`src/rtl/burst_sel_pkg.sv`:
```
package burst_sel_pkg;

    typedef enum logic [1:0] {
        CYC_IDLE  = 2'd0,
        CYC_READ  = 2'd1,
        CYC_WRITE = 2'd2
    } cyc_e;

    // Decision taken from the strobes and enables for one clock edge
    typedef struct packed {
        logic take_p;   // processor strobe takes effect
        logic take_c;   // controller strobe takes effect
        logic enabled;  // all three chip enables active
        logic wr_req;   // write controls request a write
    } start_t;

    function automatic cyc_e pick_rw(input logic wr);
        return wr ? CYC_WRITE : CYC_READ;
    endfunction

endpackage

```
`src/rtl/acc_start_decode.sv`:
```
module acc_start_decode
    import burst_sel_pkg::*;
#(
    parameter int LANES = 4
) (
    input  logic             adsp_n,
    input  logic             adsc_n,
    input  logic             ce_n,
    input  logic             ce2,
    input  logic             ce3_n,
    input  logic             gw_n,
    input  logic             bwe_n,
    input  logic [LANES-1:0] bw_n,
    output start_t           dec
);
    localparam logic [LANES-1:0] NO_LANE = {LANES{1'b1}};

    always_comb begin
        dec.take_p  = !adsp_n && !ce_n;
        dec.take_c  = !adsc_n && !dec.take_p;
        dec.enabled = !ce_n && ce2 && !ce3_n;
        dec.wr_req  = !gw_n || (!bwe_n && (bw_n != NO_LANE));
    end
endmodule

```
`src/rtl/acc_select_reg.sv`:
```
module acc_select_reg
    import burst_sel_pkg::*;
(
    input  logic   clk,
    input  logic   rst,
    input  start_t dec,
    input  logic   adv_n,
    output logic   sel,
    output logic   load,
    output logic   step,
    output cyc_e   cyc
);
    logic new_acc;
    assign new_acc = dec.take_p || dec.take_c;

    always_ff @(posedge clk) begin
        if (rst) begin
            sel  <= 1'b0;
            load <= 1'b0;
            step <= 1'b0;
            cyc  <= CYC_IDLE;
        end else if (new_acc) begin
            sel  <= dec.enabled;
            load <= dec.enabled;
            step <= 1'b0;
            if (!dec.enabled)
                cyc <= CYC_IDLE;
            else if (dec.take_p)
                cyc <= CYC_READ;
            else
                cyc <= pick_rw(dec.wr_req);
        end else begin
            load <= 1'b0;
            step <= sel && !adv_n;
            cyc  <= sel ? pick_rw(dec.wr_req) : CYC_IDLE;
        end
    end

    // processor strobe with full enables gives a selected read
    a_r2_proc_read: assert property (@(posedge clk) disable iff (rst)
        (dec.take_p && dec.enabled) |=> (sel && load && cyc == CYC_READ));

    // controller strobe with an inactive enable deselects
    a_r4_deselect: assert property (@(posedge clk) disable iff (rst)
        (dec.take_c && !dec.enabled) |=> (!sel && !load && cyc == CYC_IDLE));

    // no new access keeps the selection
    a_r7_hold_sel: assert property (@(posedge clk) disable iff (rst)
        !new_acc |=> ($stable(sel) && !load));

    // advance and load never together, advance only while selected
    a_r9_step_excl: assert property (@(posedge clk) disable iff (rst)
        $onehot0({load, step}));
    a_r9_step_sel: assert property (@(posedge clk) disable iff (rst)
        step |-> sel);
endmodule

```
`src/rtl/acc_drive_pipe.sv`:
```
module acc_drive_pipe
    import burst_sel_pkg::*;
#(
    parameter int READ_LAT = 1
) (
    input  logic clk,
    input  logic rst,
    input  cyc_e cyc,
    input  logic oe_n,
    output logic drive_en
);
    logic [READ_LAT-1:0] rd_sr;
    logic                is_rd;
    assign is_rd = (cyc == CYC_READ);

    generate
        if (READ_LAT == 1) begin : g_one
            always_ff @(posedge clk) begin
                if (rst) rd_sr <= '0;
                else     rd_sr <= is_rd;
            end
        end else begin : g_many
            always_ff @(posedge clk) begin
                if (rst) rd_sr <= '0;
                else     rd_sr <= {rd_sr[READ_LAT-2:0], is_rd};
            end
        end
    endgenerate

    assign drive_en = !oe_n && rd_sr[READ_LAT-1];

    // output enable high always blocks the drivers
    a_r10_oe_gate: assert property (@(posedge clk) disable iff (rst)
        oe_n |-> !drive_en);

    generate
        if (READ_LAT == 1) begin : g_chk
            logic armed;
            always_ff @(posedge clk) begin
                if (rst) armed <= 1'b0;
                else     armed <= 1'b1;
            end
            // drivers follow the read registered one edge earlier
            a_r10_latency: assert property (@(posedge clk) disable iff (rst)
                armed |-> (drive_en == (!oe_n && $past(cyc == CYC_READ))));
        end
    endgenerate
endmodule

```
`src/rtl/burst_select_ctrl.sv`:
```
module burst_select_ctrl
    import burst_sel_pkg::*;
#(
    parameter int LANES    = 4,
    parameter int READ_LAT = 1
) (
    input  logic             clk,
    input  logic             rst,
    input  logic             adsp_n,
    input  logic             adsc_n,
    input  logic             ce_n,
    input  logic             ce2,
    input  logic             ce3_n,
    input  logic             adv_n,
    input  logic             gw_n,
    input  logic             bwe_n,
    input  logic [LANES-1:0] bw_n,
    input  logic             oe_n,
    output logic             selected,
    output logic             load_addr,
    output logic             advance,
    output logic [1:0]       cyc_type,
    output logic             drive_en
);
    start_t dec;
    cyc_e   cyc;

    acc_start_decode #(.LANES(LANES)) u_dec (
        .adsp_n (adsp_n),
        .adsc_n (adsc_n),
        .ce_n   (ce_n),
        .ce2    (ce2),
        .ce3_n  (ce3_n),
        .gw_n   (gw_n),
        .bwe_n  (bwe_n),
        .bw_n   (bw_n),
        .dec    (dec)
    );

    acc_select_reg u_sel (
        .clk   (clk),
        .rst   (rst),
        .dec   (dec),
        .adv_n (adv_n),
        .sel   (selected),
        .load  (load_addr),
        .step  (advance),
        .cyc   (cyc)
    );

    acc_drive_pipe #(.READ_LAT(READ_LAT)) u_pipe (
        .clk      (clk),
        .rst      (rst),
        .cyc      (cyc),
        .oe_n     (oe_n),
        .drive_en (drive_en)
    );

    assign cyc_type = cyc;

    // processor strobe ignored while primary enable is high
    a_r3_proc_ignored: assert property (@(posedge clk) disable iff (rst)
        (ce_n && adsc_n) |=> ($stable(selected) && !load_addr));

    // a deselected device holding idle cycles never drives
    a_r11_quiet: assert property (@(posedge clk) disable iff (rst)
        (!selected && $past(!selected) && $past(!load_addr)) |-> !drive_en);
endmodule

```
`config.mk`:
```
export PLATFORM = sky130hd
export DESIGN_NAME = burst_select_ctrl
export DESIGN_NICKNAME = d
export VERILOG_FILES = /design/src/rtl/burst_sel_pkg.sv /design/src/rtl/acc_start_decode.sv /design/src/rtl/acc_select_reg.sv /design/src/rtl/acc_drive_pipe.sv /design/src/rtl/burst_select_ctrl.sv
export SDC_FILE = /design/constraint.sdc
export NUM_CORES = 1
export LEC_CHECK = 0
export BUFFER_PORTS_ARGS = -buffer_cell sky130_fd_sc_hd__buf_2
export CAP_MARGIN = 20
export CORE_AREA = 2 2 39 41
export DETAILED_ROUTE_END_ITERATION = 8
export DIE_AREA = 0 0 41 43
export PLACE_DENSITY = 0.43
export SETUP_SLACK_MARGIN = 0.15
export SYNTH_ARGS = -nofsm -noshare
export SYNTH_HDL_FRONTEND = slang
export SYNTH_HIERARCHICAL = 1
export SYNTH_SLANG_ARGS = --single-unit
```
`constraint.sdc`:
```
create_clock -name clk -period 3.4 [get_ports clk]
set_clock_uncertainty 0.2 [all_clocks]
set_input_delay 0.17 -clock clk [delete_from_list [all_inputs] [get_ports clk]]
set_output_delay 0.17 -clock clk [all_outputs]
set_load 0.05 [all_outputs]
```
==> results.toml, run 1 <==
[routing]
drt-initial-drc-count = 3
vias = 285
firstDrtPassIters = 2
totalWireLength_microns = 587
drc_errors = 0
wire_per_inst_microns = 8.39
antenna_left = 0
vias_per_cell = 4.07

[synthesis]
synth_nets = 43
synth_top_area_share = 0.471
synth_warnings = 6
yosysMostFrequentCell = "dfxtp_1"
syn_area_sq_um = 255
synthTopCellsByArea = "dfxtp_1, nand2_1, nor2_1"
syn_avg_cell_area_sq_um = 9.12
synth_top_area_cell = "dfxtp_1"
synthTopCellsByCount = "dfxtp_1, nand2_1, nor2_1"
synth_cell_type_count = 14
synth_edf_count = 0
synthArstFlopShare = 0
synth_cells = 28
ys_seq_elements = 6
yosysSeqAreaShare = 0.471
ys.flop_type = "dfxtp_1"

[worst_setup_path]
end_kind = "flop"
required_ps = 3380
crit_chain = "dlygate4sd3_1 > buf_2 > nor4_1 > dlygate4sd3_1"
start_kind = "input pin"
cp_slowest_cell = "dlygate4sd3_1"
path_common_cell = "dlygate4sd3_1"
worstSetupPathType = "input pin to flop"
cp.arrival_ps = 1670
crit_fanout = 6
slowest_delay_ps = 570

[clock_tree]
post-cts-setup-buffers = 0
clock_sinks = 6
cts.path.max_buffers = 2
insertion_delay_ps = 240
clk_pin_slew_ps = 40
numCtsBuffers = 3
cts_tree = "yes"
cts_htree_levels = 1
root_buffer = "clkbuf_4"

[cells_and_area]
finalNonFillerCells = 70
area_delta_synth_final_pct = 67.6
layout-drive-gt1-share = 0.481
multi_input_area_sq_um = 135
antenna_cells = 0
nets = 71
seq_area_sq_um = 120
fillers = 151
post-route-util = 0.309

[place]
gp_routability_congestion = 0.806
io_buffer_count = 20
hpwl_microns = 486
placed_cells = 64

[timing]
rsz0062_at_grt = "no"
period_needed_ps = 1690
hold_violations = 0
drv_slew = 0
fin_crit_sh = 0.496
worst_pin_slew_ps = 384
report.final.setup_viol = 0
max_freq_mhz = 593
slew_headroom = 0.743
setup_tns_ps = 0

[floorplan]
rows = 14
floorplan.die_area_sq_um = 1760
ioPinCount = 21
start_util = 0.184
fp.coreArea_sq_um = 1380
die_w_microns = 41
fp.dieH_microns = 43

[power_and_ir_drop]
pwr-share-seq = 0.456
p_int_mw = 0.123
vdd.ir_drop.worst_v = 0.0000787
p_clk_frac = 0.393
power.density_nw_per_um2 = 371
finalPower_mw = 0.159
p_switching_mw = 0.0357
p_leak_nw = 0.207
swShare = 0.225
p_comb_frac = 0.151

[global_routing]
grt_max_degree = 8
grt_use_total = 0.0812
antenna_found_initial = 0
grt_pass1_wl_microns = 903
globalRoute.totalOverflow = 0
grt_pass1_vias = 275

[worst_hold_path]
hp-class = "input pin to flop"

[flow_run]
maxCapViolations = 0

[status]
run_status = "complete, no violations"
==> final cells by class <==
class | count | area share
tap | 16 | 0.0468
multi-input combinational | 22 | 0.316
sequential | 6 | 0.281
timing repair buffer | 23 | 0.304
clock buffer | 3 | 0.0526
==> state kept, by name (all words and copies together) (netlist names) <==
name and count:
u_sel/cyc 2, u_sel/sel 1, u_pipe/rd_sr 1, u_sel/load 1, u_sel/step 1
==> kinds of logic after synthesis <==
group,synth area share
flops,0.471
simple gates,0.377
compound gates,0.152
==> layer usage <==
metal  up-vias  GRT usage  routed length, microns
li1        150          -                       -
met1       123     0.0639                     236
met2        12      0.134                     302
met3         0     0.0157                      48
met4         0      0.100                       0
met5         -          0                       0
==> power groups by stage <==
stage | clock network [mW] | logic [mW] | registers [mW]
after floorplan | 0 | 0.00768 | 0.0772
after global placement | 0 | 0.0222 | 0.0737
after detailed placement | 0 | 0.0222 | 0.0737
after CTS | 0.0661 | 0.0241 | 0.0724
after global routing | 0.0699 | 0.0266 | 0.0725
final | 0.0625 | 0.0240 | 0.0725
==> critical path: cells and delay by family <==
kind                   cells  cell delay (ps)
buffers and inverters      3             1270
and+or+nand+nor            1              220
==> worst paths after layout <==
| path | from | cells past startpoint | to | slack [ps] |
|---|---|---|---|---|
| max | rst | 4 | u_sel/step | 1710 |
| min | gw_n | 4 | u_sel/cyc[1] | 30 |
| max reg2reg | u_sel/sel | 3 | u_sel/step | 1950 |
| min reg2reg | u_sel/cyc[1] | 1 | u_pipe/rd_sr | 230 |
==> cell usage in the layout, fill, tap and decap left out <==
cell type       n
nor3b_2         1
nand2_1         4
o21ai_1         1
nand2b_4        1
o21ai_0         1
dlygate4sd3_1   3
a21oi_1         2
or3_1           1
clkbuf_4        3
a21oi_2         1
nor2_1          4
nor2b_1         2
dfxtp_1         6
nor3b_1         2
a41o_1          1
nor4_1          1
buf_2          20
==> through the flow <==
| stage | setup slack [ps] | hold slack, ps | instance area (sq um) |
|---|---|---|---|
| after floorplan | 1960 | 32.4 | 255 |
| after global placement | 1820 | 155 | 375 |
| after detailed placement | 1800 | 138 | 375 |
| after CTS | 1740 | 19.7 | 428 |
| after global routing | 1610 | 54.2 | 428 |
| final | 1710 | 27.2 | 428 |
==> what timing repair did <==
item / in CTS / in global routing
hold endpoints to repair: 5 / 0
hold buffers: 3 / 0
resized for setup: 0 / 0
endpoints found under the setup margin: 0 / 0
Note: power is estimated with default switching activity, not from simulation.
==> run 2, diff against run 1 <==
==> constraint.sdc (replaced) <==
create_clock -name clk -period 1.65 [get_ports clk]
set_clock_uncertainty 0.2 [all_clocks]
set_input_delay 0.0825 -clock clk [delete_from_list [all_inputs] [get_ports clk]]
set_output_delay 0.0825 -clock clk [all_outputs]
set_load 0.05 [all_outputs]
==> run 2 against run 1 <==
Worst hold slack gained 6.6 ps; highest routed layer unchanged; design area grew 9.4%; first-iteration DRC count grew to 2.7 times the previous value; clock power grew 110%; sequential power grew 110%; count of clock-buffer cells in the layout is the same; worst setup slack lost 1400 ps; die area is the same; power grew 120%; sequential cell count is the same; combinational power grew to 2.5 times the previous value.
==> results.toml, run 2 (synthesis gave the netlist of run 1 again) <==
[routing]
drt-initial-drc-count = 8
vias_per_cell = 4.03
wire_per_inst_microns = 8.68
vias = 298
firstDrtPassIters = 2
drc_errors = 0
antenna_left = 0
totalWireLength_microns = 642

[worst_setup_path]
end_kind = "flop"
cp.arrival_ps = 1340
worstSetupPathType = "input pin to flop"
crit_chain = "buf_2 > dlygate4sd3_1 > nor3b_2 > o21ai_0 > a21oi_1"
r2r_slack_ps = 490
startpoint = "ce_n"
required_ps = 1630
reg2reg_depth = 3
endpoint = "u_sel/sel"
cp_slowest_cell = "dlygate4sd3_1"
crit_fanout = 4
worstReg2RegEnd = "u_sel/cyc[0]"
rr_startpoint = "u_sel/sel"
slowest_delay_ps = 570
start_kind = "input pin"

[timing]
fin_crit_sh = 0.827
setup_tns_ps = 0
report.final.setup_viol = 0
hold_violations = 0
max_freq_mhz = 733
drv_slew = 0
worst_pin_slew_ps = 275
period_needed_ps = 1360
rsz0062_at_grt = "no"
slew_headroom = 0.816

[floorplan]
fp.dieH_microns = 43
floorplan.die_area_sq_um = 1760
start_util = 0.184
die_w_microns = 41
ioPinCount = 21
fp.coreArea_sq_um = 1380
rows = 14

[global_routing]
grt_use_total = 0.0922
globalRoute.totalOverflow = 0
grt_pass1_vias = 271
grt_max_degree = 7
grt_pass1_wl_microns = 972
antenna_found_initial = 0

[cells_and_area]
layout-drive-gt1-share = 0.500
layout_commonest_cell = "buf_2"
largest_register = "u_sel/cyc"
multi_input_area_sq_um = 140
antenna_cells = 0
seq_area_sq_um = 120
layout_common_cells = "buf_2, dfxtp_1, dlygate4sd3_1"
post-route-util = 0.338
finalNonFillerCells = 74
nets = 75
area_delta_synth_final_pct = 83.3
fillers = 148
largest_reg_flops = 2

[clock_tree]
cts_tree = "yes"
cts.path.max_buffers = 2
numCtsBuffers = 3
insertion_delay_ps = 240
clk_pin_slew_ps = 50
cts_htree_levels = 1
root_buffer = "clkbuf_4"
clock_sinks = 6

[worst_hold_path]
hp-class = "input pin to flop"
hp-start = "bwe_n"

[place]
placed_cells = 66
hpwl_microns = 477
gp_routability_congestion = 0.710
io_buffer_count = 20

[status]
run_status = "complete, no violations"

[power_and_ir_drop]
power.density_nw_per_um2 = 733
vdd.ir_drop.worst_v = 0.000172
p_leak_nw = 0.224
finalPower_mw = 0.343

[flow_run]
maxCapViolations = 0
## run 2: cell count changes in the layout (fill, tap and decap cells not counted), sizes merged
cell | before | now
dlygate4sd3 | 3 | 5
buf | 20 | 22
## run 2: power by group
part / switching, mW / total, mW / leakage (nW) / internal (mW)
Clock: 0.0516 / 0.134 / 0.0138 / 0.0822
Combinational: 0.0276 / 0.0601 / 0.162 / 0.0325
Sequential: 0.00133 / 0.149 / 0.0485 / 0.148
Total: 0.0805 / 0.343 / 0.224 / 0.262
## run 2: final cells by class
| type | count | share of cell area |
|---|---|---|
| Tap cell | 16 | 0.0428 |
| Sequential cell | 6 | 0.257 |
| Timing Repair Buffer | 27 | 0.353 |
| Multi-Input combinational cell | 22 | 0.299 |
| Clock buffer | 3 | 0.0481 |
## run 2: worst max-delay path: cells and delay by family
kind | cells | cell delay, ps
buf+inv | 2 | 670
simple gates | 1 | 300
compound gates | 2 | 290
## run 2: how the worst min path moves through the flow
stage / end / depth (start not counted) / slack [ps]
global route: u_sel/cyc[1] / 5 / 40
CTS: u_sel/cyc[1] / 4 / -30
global placement: u_sel/step / 2 / 60
floorplan: u_sel/cyc[0] / 1 / -60
finish: u_sel/cyc[1] / 5 / 30
detailed placement: u_sel/step / 2 / 60
## run 2: metrics by stage
step	hold WS (ps)	instance area (sq um)	setup WS [ps]
floorplan	-55.1	255	210
global placement	61.0	390	410
detailed placement	58.6	390	400
CTS	-31.7	453	177
global route	35.5	468	231
finish	33.8	468	286
## run 2: layer usage
layer  vias up  GRT usage  part of all wire
met4         0      0.120                 0
met5         -          0                 0
met3         0     0.0471             0.059
met1       127     0.0863              0.41
met2        12      0.119              0.52
li1        159          -                 -
## run 2: what timing repair did
action | 4_1_cts | 5_1_grt
endpoints found under the setup margin | 0 | 4
hold buffers | 4 | 1
endpoints found under the hold margin | 6 | 4
buffers inserted | 0 | 0
resized for setup | 0 | 1
==> run 3, diff against run 2 <==
==> constraint.sdc (replaced) <==
create_clock -name clk -period 1.35 [get_ports clk]
set_clock_uncertainty 0.2 [all_clocks]
set_input_delay 0.0675 -clock clk [delete_from_list [all_inputs] [get_ports clk]]
set_output_delay 0.0675 -clock clk [all_outputs]
set_load 0.05 [all_outputs]
==> run 3 against run 2 <==
Sequential share of layout area grew 1.5 points; clock power is 16% higher; core utilization fell by 1.5 points; critical endpoint is now drive_en; largest power group unchanged; highest routed layer unchanged; worst hold slack lost 110 ps; via count shrank 5.0%; first-iteration DRC count decreased by 88%; the run now ends with negative hold slack left; largest cell class unchanged.
==> results.toml, run 3 (synthesis gave the netlist of run 1 again) <==
[worst_setup_path]
crit_fanout = 1
start_kind = "flop"
required_ps = 1080
worstReg2RegEnd = "u_sel/cyc[0]"
cp.arrival_ps = 890
reg2reg_depth = 3
end_kind = "output port"
rr_startpoint = "u_sel/sel"
worstSetupPathType = "flop to output port"
r2r_slack_ps = 240

[power_and_ir_drop]
p_clk_frac = 0.384
vdd.ir_drop.worst_v = 0.000248
p_comb_frac = 0.167
p_int_mw = 0.316
p_leak_nw = 0.216
swShare = 0.222
p_switching_mw = 0.0903
pwr-share-seq = 0.449
finalPower_mw = 0.407
power.density_nw_per_um2 = 910

[clock_tree]
cts_tree = "yes"
post-cts-setup-buffers = 0
clk_pin_slew_ps = 40
hold_buffers = 2
cts.path.max_buffers = 2
root_buffer = "clkbuf_4"
numCtsBuffers = 3
cts_htree_levels = 1
clock_sinks = 6
insertion_delay_ps = 240

[flow_run]
maxCapViolations = 0

[status]
run_status = "finished with violations"
violations = "negative hold slack"

[floorplan]
fp.coreArea_sq_um = 1380
die_w_microns = 41
floorplan.die_area_sq_um = 1760
fp.dieH_microns = 43
start_util = 0.184
rows = 14
ioPinCount = 21

[global_routing]
grt_use_total = 0.0752
antenna_found_initial = 0
globalRoute.totalOverflow = 0
grt_pass1_wl_microns = 862
grt_pass1_vias = 263
grt_max_degree = 7

[cells_and_area]
nets = 73
largest_register = "u_sel/cyc"
layout_commonest_cell = "buf_2"
largest_reg_flops = 2
finalNonFillerCells = 72
area_delta_synth_final_pct = 75.0
layout-drive-gt1-share = 0.571
antenna_cells = 0
layout_common_cells = "buf_2, dfxtp_1, nand2_1"

[timing]
fin_crit_sh = 0.859
rsz0062_at_grt = "no"
report.final.setup_viol = 0
holdWs_ps = -76.2
max_freq_mhz = 862
finalWorstSetupSlack_ps = 190
hold_violations = 1
period_needed_ps = 1160
drv_slew = 0
setup_tns_ps = 0
slew_headroom = 0.836
worst_pin_slew_ps = 248

[place]
gp_routability_congestion = 0.697
place_ws_ps = 157
placed_cells = 67
io_buffer_count = 20

[routing]
drt-initial-drc-count = 1
firstDrtPassIters = 4
drc_errors = 0
antenna_left = 0
wire_per_inst_microns = 7.89
vias_per_cell = 3.93
vias = 283
totalWireLength_microns = 568

[worst_hold_path]
hold_end = "u_sel/cyc[1]"
holdPathStages = 4
hp-class = "input pin to flop"
hp-start = "gw_n"
run 3: cell count changes in the layout (fill, tap and decap cells not counted):
cell           before  now
dlygate4sd3_1       5    2
buf_4               2    3
nor2_1              4    3
dfxtp_2             0    1
nor3b_2             2    1
nor2_2              0    1
nor2b_2             0    1
dfxtp_1             6    5
nor2b_1             2    1
nor3b_1             1    2
run 3: final cells by class:
type | count | area (sq um)
Multi-Input combinational cell | 22 | 140
Timing Repair Buffer | 25 | 143
Tap cell | 16 | 20.0
Clock buffer | 3 | 22.5
Sequential cell | 6 | 121
Fill cell | 152 | 937
run 3: worst max-delay path: stages (launching register included):
cell     delay, ps
dfxtp_1        300
nor2b_2        110
buf_2          250
run 3: stage by stage:
stage,utilization,instance area [sq um]
2_1_floorplan,-,262
3_3_place_gp,0.292,404
3_5_place_dp,0.292,404
4_1_cts,0.323,447
5_1_grt,0.323,447
6_report,0.323,447
run 3: worst max path at each step:
stage | from | endpoint | depth (start not counted)
finish | u_pipe/rd_sr | drive_en | 2
global route | u_pipe/rd_sr | drive_en | 2
CTS | u_pipe/rd_sr | drive_en | 2
detailed placement | ce_n | u_sel/cyc[0] | 6
global placement | ce_n | u_sel/cyc[0] | 6
floorplan | u_sel/sel | u_sel/cyc[0] | 3
run 3: power by group through the flow:
stage | clock (mW) | combinational, mW | sequential (mW)
4_1_cts | 0.166 | 0.0686 | 0.182
2_1_floorplan | 0 | 0.0197 | 0.195
3_5_place_dp | 0 | 0.0640 | 0.186
3_3_place_gp | 0 | 0.0639 | 0.186
6_report | 0.156 | 0.0680 | 0.183
5_1_grt | 0.173 | 0.0739 | 0.183
run 3: metal layers:
metal  vias to the layer above  GRT usage  wire, microns
met1                       118     0.0735            227
met3                         0          0             41
met5                         -          0              0
met4                         0      0.100              0
met2                        10      0.116            299
li1                        155          -              -
run 3: what timing repair did:
| item | in CTS | in global routing |
|---|---|---|
| gates resized for setup | 0 | 0 |
| endpoints found under the hold margin | 6 | 1 |
| endpoints found under the setup margin | 0 | 0 |
